==> src/rtl/wake_pkg.sv <==
package wake_pkg;
  localparam int NUM_SRC = 3;

  typedef enum logic [1:0] {
    PS_D0    = 2'b00,
    PS_D1    = 2'b01,
    PS_D2    = 2'b10,
    PS_D3HOT = 2'b11
  } pstate_e;

  typedef struct packed {
    logic pme_level;
    logic wol_level;
    logic wol_low;
  } strap_t;
endpackage

==> src/rtl/wake_strap_capture.sv <==
module wake_strap_capture
  import wake_pkg::*;
(
  input  logic   clk,
  input  logic   rst_n,
  input  strap_t strap_in,
  output strap_t strap_q
);
  // Follows the pins while reset is held, frozen afterwards.
  always_ff @(posedge clk) begin
    if (!rst_n) strap_q <= strap_in;
  end
endmodule

==> src/rtl/wake_event_latch.sv <==
module wake_event_latch #(
  parameter int N = 3
) (
  input  logic         clk,
  input  logic         rst_n,
  input  logic [N-1:0] evt,
  input  logic         en_we,
  input  logic [N-1:0] en_wdata,
  input  logic         clr,
  output logic [N-1:0] en_q,
  output logic [N-1:0] status_q,
  output logic         any_accept
);
  logic [N-1:0] accept;

  for (genvar i = 0; i < N; i++) begin : g_src
    logic en_bit;
    logic st_bit;
    always_ff @(posedge clk) begin
      if (!rst_n) begin
        en_bit <= 1'b0;
        st_bit <= 1'b0;
      end else begin
        if (en_we) en_bit <= en_wdata[i];
        if (accept[i])  st_bit <= 1'b1;
        else if (clr)   st_bit <= 1'b0;
      end
    end
    assign accept[i]   = evt[i] & en_bit;
    assign en_q[i]     = en_bit;
    assign status_q[i] = st_bit;
  end

  assign any_accept = |accept;
endmodule

==> src/rtl/wake_pm_csr.sv <==
module wake_pm_csr
  import wake_pkg::*;
(
  input  logic       clk,
  input  logic       rst_n,
  input  logic       we,
  input  logic       wr_pme_en,
  input  logic       wr_clr,
  input  logic [1:0] wr_state,
  input  logic       any_accept,
  output logic       pme_status,
  output logic       pme_en,
  output logic [1:0] pm_state
);
  logic state_ok;
  assign state_ok = (wr_state == PS_D0) || (wr_state == PS_D3HOT);

  always_ff @(posedge clk) begin
    if (!rst_n) begin
      pme_status <= 1'b0;
      pme_en     <= 1'b0;
      pm_state   <= PS_D0;
    end else begin
      if (any_accept)          pme_status <= 1'b1;
      else if (we && wr_clr)   pme_status <= 1'b0;
      if (we) pme_en <= wr_pme_en;
      if (we && state_ok) pm_state <= wr_state;
    end
  end
endmodule

==> src/rtl/wake_shaper.sv <==
module wake_shaper #(
  parameter int PULSE_LEN = 16
) (
  input  logic clk,
  input  logic rst_n,
  input  logic trigger,
  input  logic level_mode,
  input  logic level_hold,
  output logic active
);
  localparam int CW = $clog2(PULSE_LEN + 1);
  logic [CW-1:0] cnt;

  always_ff @(posedge clk) begin
    if (!rst_n)           cnt <= '0;
    else if (trigger)     cnt <= CW'(PULSE_LEN);
    else if (cnt != '0)   cnt <= cnt - 1'b1;
  end

  assign active = level_mode ? level_hold : (cnt != '0);
endmodule

==> src/rtl/wake_pme_ctrl.sv <==
module wake_pme_ctrl
  import wake_pkg::*;
#(
  parameter int PULSE_LEN = 16
) (
  input  logic       clk,
  input  logic       rst_n,
  input  logic       strap_pme_level,
  input  logic       strap_wol_level,
  input  logic       strap_wol_low,
  input  logic       evt_link,
  input  logic       evt_frame,
  input  logic       evt_magic,
  input  logic       wake_en_we,
  input  logic [2:0] wake_en_wdata,
  input  logic       pm_we,
  input  logic       pm_wdata_pme_en,
  input  logic       pm_wdata_clr,
  input  logic [1:0] pm_wdata_state,
  output logic [2:0] evt_en,
  output logic [2:0] evt_status,
  output logic       pme_status,
  output logic       pme_en,
  output logic [1:0] pm_state,
  output logic       pme_n,
  output logic       pme_oe,
  output logic       wol_out
);
  strap_t straps_in, straps;
  logic   any_accept;
  logic   pme_active, wol_active;
  logic   clr;

  assign straps_in = '{pme_level: strap_pme_level,
                       wol_level: strap_wol_level,
                       wol_low:   strap_wol_low};
  assign clr = pm_we & pm_wdata_clr;

  wake_strap_capture u_strap (
    .clk(clk), .rst_n(rst_n), .strap_in(straps_in), .strap_q(straps)
  );

  wake_event_latch #(.N(NUM_SRC)) u_latch (
    .clk(clk), .rst_n(rst_n),
    .evt({evt_magic, evt_frame, evt_link}),
    .en_we(wake_en_we), .en_wdata(wake_en_wdata), .clr(clr),
    .en_q(evt_en), .status_q(evt_status), .any_accept(any_accept)
  );

  wake_pm_csr u_csr (
    .clk(clk), .rst_n(rst_n), .we(pm_we),
    .wr_pme_en(pm_wdata_pme_en), .wr_clr(pm_wdata_clr),
    .wr_state(pm_wdata_state), .any_accept(any_accept),
    .pme_status(pme_status), .pme_en(pme_en), .pm_state(pm_state)
  );

  wake_shaper #(.PULSE_LEN(PULSE_LEN)) u_pme_shape (
    .clk(clk), .rst_n(rst_n), .trigger(any_accept),
    .level_mode(straps.pme_level), .level_hold(pme_status),
    .active(pme_active)
  );

  wake_shaper #(.PULSE_LEN(PULSE_LEN)) u_wol_shape (
    .clk(clk), .rst_n(rst_n), .trigger(any_accept),
    .level_mode(straps.wol_level), .level_hold(pme_status),
    .active(wol_active)
  );

  logic pull_low;
  assign pull_low = pme_en & pme_active;
  assign pme_oe   = pull_low;
  assign pme_n    = ~pull_low;
  assign wol_out  = wol_active ^ straps.wol_low;
endmodule

==> config.mk <==
export PLATFORM = sky130hd
export DESIGN_NAME = wake_pme_ctrl
export DESIGN_NICKNAME = d
export VERILOG_FILES = /design/src/rtl/wake_pkg.sv /design/src/rtl/wake_strap_capture.sv /design/src/rtl/wake_event_latch.sv /design/src/rtl/wake_pm_csr.sv /design/src/rtl/wake_shaper.sv /design/src/rtl/wake_pme_ctrl.sv
export SDC_FILE = /design/constraint.sdc
export NUM_CORES = 1
export LEC_CHECK = 0
export BUFFER_PORTS_ARGS = -buffer_cell sky130_fd_sc_hd__buf_4
export CORE_ASPECT_RATIO = 1.25
export CORE_MARGIN = 2
export CORE_UTILIZATION = 52
export DETAILED_ROUTE_END_ITERATION = 10
export PLACE_DENSITY = 0.89
export SLEW_MARGIN = 10
export SYNTH_ARGS = -nofsm -noshare
export SYNTH_HDL_FRONTEND = slang
export SYNTH_SLANG_ARGS = --single-unit
==> constraint.sdc <==
create_clock -name clk -period 2.9 [get_ports clk]
set_input_delay 0.435 -clock clk [delete_from_list [all_inputs] [get_ports clk]]
set_output_delay 0.435 -clock clk [all_outputs]
set_load 0.1 [all_outputs]
* Word level (Yosys, flattened, before mapping)
Cells that the tools add are included.
Word-level totals: logic and storage cells 53, bits in latches 0, output and inout bits 13, bits in read-only memories 0, memory bits (writable) 0, register bits 23, memories kept 0, input bits 17
Operators by class: magnitude comparators 0, multiplexer cells 12, shifts and indexed selects 0, reductions and logical operators 14, equal/unequal tests 1, divide/modulo/power cells 0, multiply operators 0, bitwise gates (word level) 8, add/sub/neg operators 2
Operators by type and width (number):
- $mux 5 | 4
- $reduce_bool 2->1 | 6
- $reduce_bool 5->1 | 2
- $sub 5x1->5 const B | 2
- $mux 1 | 8
- $and 1x1->1 | 5
- $reduce_or 4->1 | 1
- $reduce_or 3->1 | 1
- $eq 2x2->1 const B | 1
- $logic_and 1x1->1 | 2
- $logic_not 2->1 | 1
- $not 1->1 | 2
- $logic_or 1x1->1 | 1
- $xor 1x1->1 | 1

* Logic depth before layout (Yosys ltp)
Gate-level depths: netlist (run 1).
depth in word-level cells 4, depth in mapped cells 5

* Cells and area by module
From an unflattened synthesis (run 1), not the netlist that was laid out.
Second synthesis, totals: cells, all modules 100, area, all modules 1022.2 µm²
By module, submodules not included:
- wake_shaper | seq. area each 100.1 µm², instances 2, area an instance 236.5 µm², cells each 24
- wake_event_latch | seq. area each 120.1 µm², instances 1, area an instance 271.5 µm², cells each 28
- wake_pm_csr | seq. area each 80.1 µm², instances 1, area an instance 158.9 µm², cells each 16
- wake_strap_capture | seq. area each 90.1 µm², instances 1, area an instance 93.8 µm², cells each 4
- wake_pme_ctrl | seq. area each 0.0 µm², instances 1, area an instance 25.0 µm², cells each 4

* Worst setup path before layout (run 1)
OpenSTA, ideal clock, no wires.
path kind reg2out, from reg u_pme_shape.cnt[0], to out pme_oe, arrival time 3590 ps, cell stages (with the launch flop) 6, setup slack -1125 ps, path buffers 0, data required time 2465 ps, path through dfxtp_1 inv_1 ha_1 or4b_1 o211ai_1 inv_1
On the way: longest elaborated chain between the ends 3
RTL lines:
- start: declaration | RTL line wake_shaper.sv:12 | logic [CW-1:0] cnt;
- start signal: assignment | RTL line wake_shaper.sv:16 | else if (trigger) cnt <= CW'(PULSE_LEN);
- start signal: assignment | RTL line wake_shaper.sv:17 | else if (cnt != '0) cnt <= cnt - 1'b1;
- $reduce_bool 5->1 | RTL line wake_shaper.sv:20 | assign active = level_mode ? level_hold : (cnt != '0);
- $mux 1 | RTL line wake_shaper.sv:20
- $and 1x1->1 | RTL line wake_pme_ctrl.sv:70 | assign pull_low = pme_en & pme_active;
- end: declaration | RTL line wake_pme_ctrl.sv:26 | output logic pme_oe,
No other way between the ends.

* Worst setup path after layout (run 1)
from reg u_wol_shape.cnt[0], to out wol_out
On the way: longest elaborated chain between the ends 3
RTL lines:
- start: declaration | RTL line wake_shaper.sv:12
- start signal: assignment | RTL line wake_shaper.sv:16
- start signal: assignment | RTL line wake_shaper.sv:17
- $reduce_bool 5->1 | RTL line wake_shaper.sv:20
- $mux 1 | RTL line wake_shaper.sv:20
- $xor 1x1->1 | RTL line wake_pme_ctrl.sv:73 | assign wol_out = wol_active ^ straps.wol_low;
- end: declaration | RTL line wake_pme_ctrl.sv:27 | output logic wol_out
No other way between the ends.

==> results of run 1 <==
-- critical path, cell delays in order, from the launching register on --
cell and delay [ns]:
dfxtp_1 0.34, inv_1 0.07, ha_1 0.21, or4b_1 0.51
mux2i_1 0.24, xnor2_2 0.14, buf_4 0.30
-- metal layers --
metal  track usage (%)  part of all wire (%)  up-vias
met5                 0                     0        -
met4              7.81                   1.2        0
met3              3.47                   5.4        4
met2              33.3                    51       27
met1              20.9                    42      353
li1                  -                     -      394
-- cells in the mapped netlist --
master,n,area [um2]
a211oi_1,2,15.0
a21oi_1,5,25.0
a222oi_1,1,10.0
a22oi_1,3,22.5
and2_1,1,6.26
buf_4,6,45.0
clkbuf_1,1,3.75
dfxtp_1,20,400
edfxtp_1,3,90.1
ha_1,2,25.0
inv_1,6,22.5
mux2i_1,5,50.1
nand2_1,4,15.0
nand2_2,1,6.26
nand2b_1,4,25.0
nor2_1,13,48.8
nor3_1,8,40.0
nor4b_1,2,17.5
o211ai_1,1,7.51
o21ai_0,4,20.0
or4b_1,2,20.0
xnor2_1,5,43.8
-- logic make-up after synthesis --
kind of cell | after synthesis | share of synthesized area, %
flops | 23 | 51.1
simple gates | 35 | 18.6
mux | 5 | 5.22
buf+inv | 13 | 7.43
xor+xnor | 5 | 4.56
fa+ha+maj | 2 | 2.61
compound gates | 16 | 10.4
-- state kept, by name (all words and copies together) (netlist names) --
| signal | flops |
|---|---|
| u_wol_shape.cnt | 5 |
| u_csr.pme_en | 1 |
| u_csr.pme_status | 1 |
| u_pme_shape.cnt | 5 |
| u_latch.g_src.st_bit | 3 |
| u_strap.strap_q | 3 |
| u_latch.g_src.en_bit | 3 |
| u_csr.pm_state | 2 |
-- through the flow --
stage | instances | worst slack (ns)
after CTS | 144 | 0.329
after global routing | 144 | 0.184
after floorplan | 99 | -1.05
final | 144 | 0.343
after global placement | 140 | 0.727
after detailed placement | 140 | 0.682
-- path summary, 6_finish.rpt --
| kind | startpoint | to | slack, ns | cells past startpoint |
|---|---|---|---|---|
| worst max-delay path | u_wol_shape.cnt[0] | wol_out | 0.34 | 6 |
| worst min-delay path | strap_wol_low | u_strap.strap_q[0] | 0.30 | 1 |
| worst max register to register | u_latch.g_src[0].en_bit | u_pme_shape.cnt[1] | 1.30 | 3 |
| worst min register to register | u_csr.pm_state[1] | u_csr.pm_state[1] | 0.49 | 2 |
-- area by class of cell --
cell class / instances / area share (%)
multi-input combinational: 63 / 35.0
clock buffer: 4 / 2.18
tap: 19 / 1.97
inverter: 6 / 1.87
timing repair buffer: 29 / 18.1
sequential: 23 / 40.9
-- power by group through the flow --
stage	clock (mW)	sequential, mW	combinational [mW]
detailed placement	0	0.438	0.483
finish	0.144	0.430	0.483
global route	0.158	0.440	0.529
global placement	0	0.432	0.473
floorplan	0	0.453	0.376
CTS	0.146	0.431	0.486
==> run metrics, run 1 <==
status=finished clean; Tightest Pin Transition=0.643 ns; Routed Antenna Nets=0; Initial Utilization=55.0%; Final TNS setup=0 ns; port bufs=29; total wire length=1780 um; register area=493 um2; Antenna Cells=0; htree depth=1; nature of the critical path startpoint=register; most common cell after layout, fill and taps aside=buf_4; die area=0.00221 mm2; post-placement cell area=0.00118 mm2; total power=1.06 mW; Final Cycle Share=88.2%; 1st-iter DRT viols=14; MaxCap Viol Count=0; switching share of power=40.5%; peak supply drop=437 uV; sequential fraction of the synthesis area=51.1%; Area Overhead vs Synth=25.6%; max frequency=391 MHz; post-CTS resize count=0; Logic pwr share=45.7%; Worst setup EP type=primary output; Fillers=144; clock power share=13.6%; final setup violating endpoints=0; HP Class=input port to register; DRC=0; Syn Inst Count=99; # IOs=30; die extent in x=42.4 um; DR vias=778; critical path peak fanout=4; min cycle time layout=2.56 ns; CTS tree=yes; GRT Resource Usage Total=18.4%; cts bufs inserted=3; fin util=69.1%; pwr dens=877 mW/mm2; Flop pwr share=40.7%; Worst slew margin=57.1%; total setup buffers inserted after CTS=0; worst-skew pair later-pin latency=0.30 ns; critical path class=register to primary output; vias per inst=5.40; number of global-route vias before repair=737; finished layout cell area=0.00120 mm2; grt ovf=0; hpwl dp=1410 um; Core Area=0.00174 mm2; WL/cell=12.3 um; TritonRoute pass-1 iters=4; final hold vios=0; unrepaired setup endpoints after global routing=false; first-pass GRT wire length=3030 um; Switch Pwr=0.428 mW; Clock Tree Buf Depth=2; nets@finish=145; Netlist cell types=22; Hold WS=0.302 ns; hold buffers post-CTS=0; yosys warns=0; GPL Wtd Cong=0.763; Die Y=52.0 um; Multi-input gate area=422 um2; Slew Viols, Final=0; largest net degree at the start of global routing=16; Synth Area per Inst=9.69 um2; antenna violations before repair=0; Reg clk slew, reported paths=0.12 ns; row count=17; Syn Nets=118; share of layout cells above drive strength 1=32.0%; Root Buffer=clkbuf_4; most frequent cells in the layout=29 x buf_4, 18 x dfxtp_1, 13 x nor2_1, 8 x nor3_1; leakage power=0.528 nW; Mapped Area=960 um2; Int Pwr=0.629 mW; Yosys reg bits=23; Critical Path RT=2.47 ns; CTS sink cnt=23; crit path DAT=2.12 ns; Worst Skew=0.00251 ns
No activity file was read; power rests on OpenSTA's default activity.
==> run 2: changes to the inputs <==
SETUP_SLACK_MARGIN = 0.5   (was unset)
==> run 2 against run 1 <==
Net effect: worst setup slack gained 0.20 ns; combinational power increased by 24%; wire length rose by 11%; sequential cell count is the same; sequential power up 2%; critical endpoint unchanged; register-to-register slack improved by 0.03 ns; via count is 2.1% higher; critical path type unchanged.
==> run metrics, run 2 (synthesis gave the netlist of run 1 again) <==
status=finished clean; nets@finish=147 (+1.4%); Worst slew margin=56.4% (-0.73 points); Worst Hold End=u_strap.strap_q[2]; Reg clk slew, reported paths=0.12 ns (about the same); most common cell after layout, fill and taps aside=buf_4; most frequent cells in the layout=28 x buf_4, 16 x dfxtp_1, 13 x nor2_1, 8 x nor3_1, 5 x a21oi_1; Area Overhead vs Synth=33.6%; leakage power=0.547 nW (+3.6%); Final TNS setup=0 ns (unchanged); TritonRoute pass-1 iters=4 (unchanged); number of global-route vias before repair=775 (+5.2%); critical path peak fanout=4 (unchanged); Setup Slack @ Placement=0.550 ns (-0.133 ns); pwr dens=922 mW/mm2 (+5.1%); DRC=0 (unchanged); top flop regs=u_pme_shape.cnt: 5 flops, u_wol_shape.cnt: 5 flops; row count=17 (unchanged); largest net degree at the start of global routing=16 (unchanged); CTS tree=yes; Final Cycle Share=81.3% (-6.9 points); die area=0.00221 mm2 (unchanged); Critical Path Source=u_wol_shape.cnt[0]; Hold WS=0.287 ns (-0.0149 ns); register area=495 um2 (+0.51%); Antenna Cells=0 (unchanged); Clock Tree Buf Depth=2 (unchanged); peak supply drop=573 uV (+31%); final hold vios=0 (unchanged); die extent in x=42.4 um (unchanged); reg-to-reg slack, setup=1.33 ns (+0.03 ns); Core Area=0.00174 mm2 (unchanged); htree depth=1 (unchanged); Routed Antenna Nets=0 (unchanged); finished layout cell area=0.00128 mm2 (+6.4%); max frequency=424 MHz (+8.5%); cts bufs inserted=3 (unchanged); critical path class=register to primary output; GPL Wtd Cong=0.758 (-0.71%); min cycle time layout=2.36 ns (-0.201 ns); Slew Viols, Final=0 (unchanged); total wire length=1970 um (+11%); WL/cell=13.5 um (+9.1%); Tightest Pin Transition=0.654 ns (+0.0110 ns); unrepaired setup endpoints after global routing=true; grt ovf=0 (unchanged); Die Y=52.0 um (unchanged); CTS sink cnt=23 (unchanged); MaxCap Viol Count=0 (unchanged); Worst setup EP type=primary output; worst-skew pair later-pin latency=0.31 ns (about the same); Worst Skew=0.00377 ns (+0.00126 ns); reg2reg start=u_latch.g_src[0].en_bit; HP Class=input port to register; Root Buffer=clkbuf_4; placed insts=140 (unchanged); GRT Resource Usage Total=19.5% (+1.1 points); Finished Layout Cells=146 (+1.4%); min setup slack post-route=0.543 ns (+0.201 ns); fin util=73.5% (+4.4 points); first-pass GRT wire length=3220 um (+6.4%); share of layout cells above drive strength 1=38.6% (+6.6 points); post-placement cell area=0.00119 mm2 (+1.1%); crit path DAT=1.92 ns (-0.20 ns); Initial Utilization=55.0% (unchanged); final setup violating endpoints=0 (unchanged); hpwl dp=1460 um (+3.5%); reg2reg path depth=3 (unchanged); # IOs=30 (unchanged); port bufs=29 (unchanged); RR Endpoint=u_wol_shape.cnt[1]; Fillers=132 (-8.3%); worst hold path startpoint=strap_pme_level; DR vias=794 (+2.1%); total power=1.18 mW (+12%); nature of the critical path startpoint=register; Multi-input gate area=462 um2 (+9.5%); antenna violations before repair=0 (unchanged); 1st-iter DRT viols=14 (unchanged); Hold Path Stages=1 (unchanged); vias per inst=5.44 (+0.66%); Critical Path RT=2.47 ns (about the same)
run 2: cell type report:
cell class                 count  share of cell area, %
clock buffer                   4                   2.05
inverter                       6                   1.76
multi-input combinational     63                   36.0
sequential                    23                   38.6
tap                           19                   1.85
timing repair buffer          31                   19.7
run 2: worst max-delay path, cell delays in order (launching register included):
cell     delay, ns
dfxtp_1       0.35
inv_2         0.08
ha_4          0.14
or4b_4        0.48
mux2i_4       0.21
xnor2_4       0.15
buf_12        0.19
run 2: repair_timing:
item	4_1_cts	5_1_grt
setup buffers	1	1
hold buffers	0	0
gates resized for setup	8	5
setup endpoints to repair	1	3
pin swaps	1	1
run 2: per-layer routing:
layer  part of all wire (%)  global-route usage (%)  routed length, um  vias up
li1                       -                       -                  -      393
met1                     43                    22.3                842      358
met2                     47                    32.3                929       32
met3                    5.2                    3.47                102       11
met4                    4.6                    14.1                 90        0
met5                      0                       0                  0        -
run 2: worst max path at each step:
stage / end / slack (ns) / depth (start not counted)
3_3_place_gp: wol_out / 0.59 / 6
5_1_grt: wol_out / 0.47 / 6
2_1_floorplan: pme_oe / -1.05 / 5
4_1_cts: wol_out / 0.50 / 6
3_5_place_dp: wol_out / 0.55 / 6
6_report: wol_out / 0.54 / 6
run 2: where the power goes:
part	switching, mW	internal [mW]
logic	0.323	0.273
registers	0.0545	0.383
clock network	0.0954	0.0538
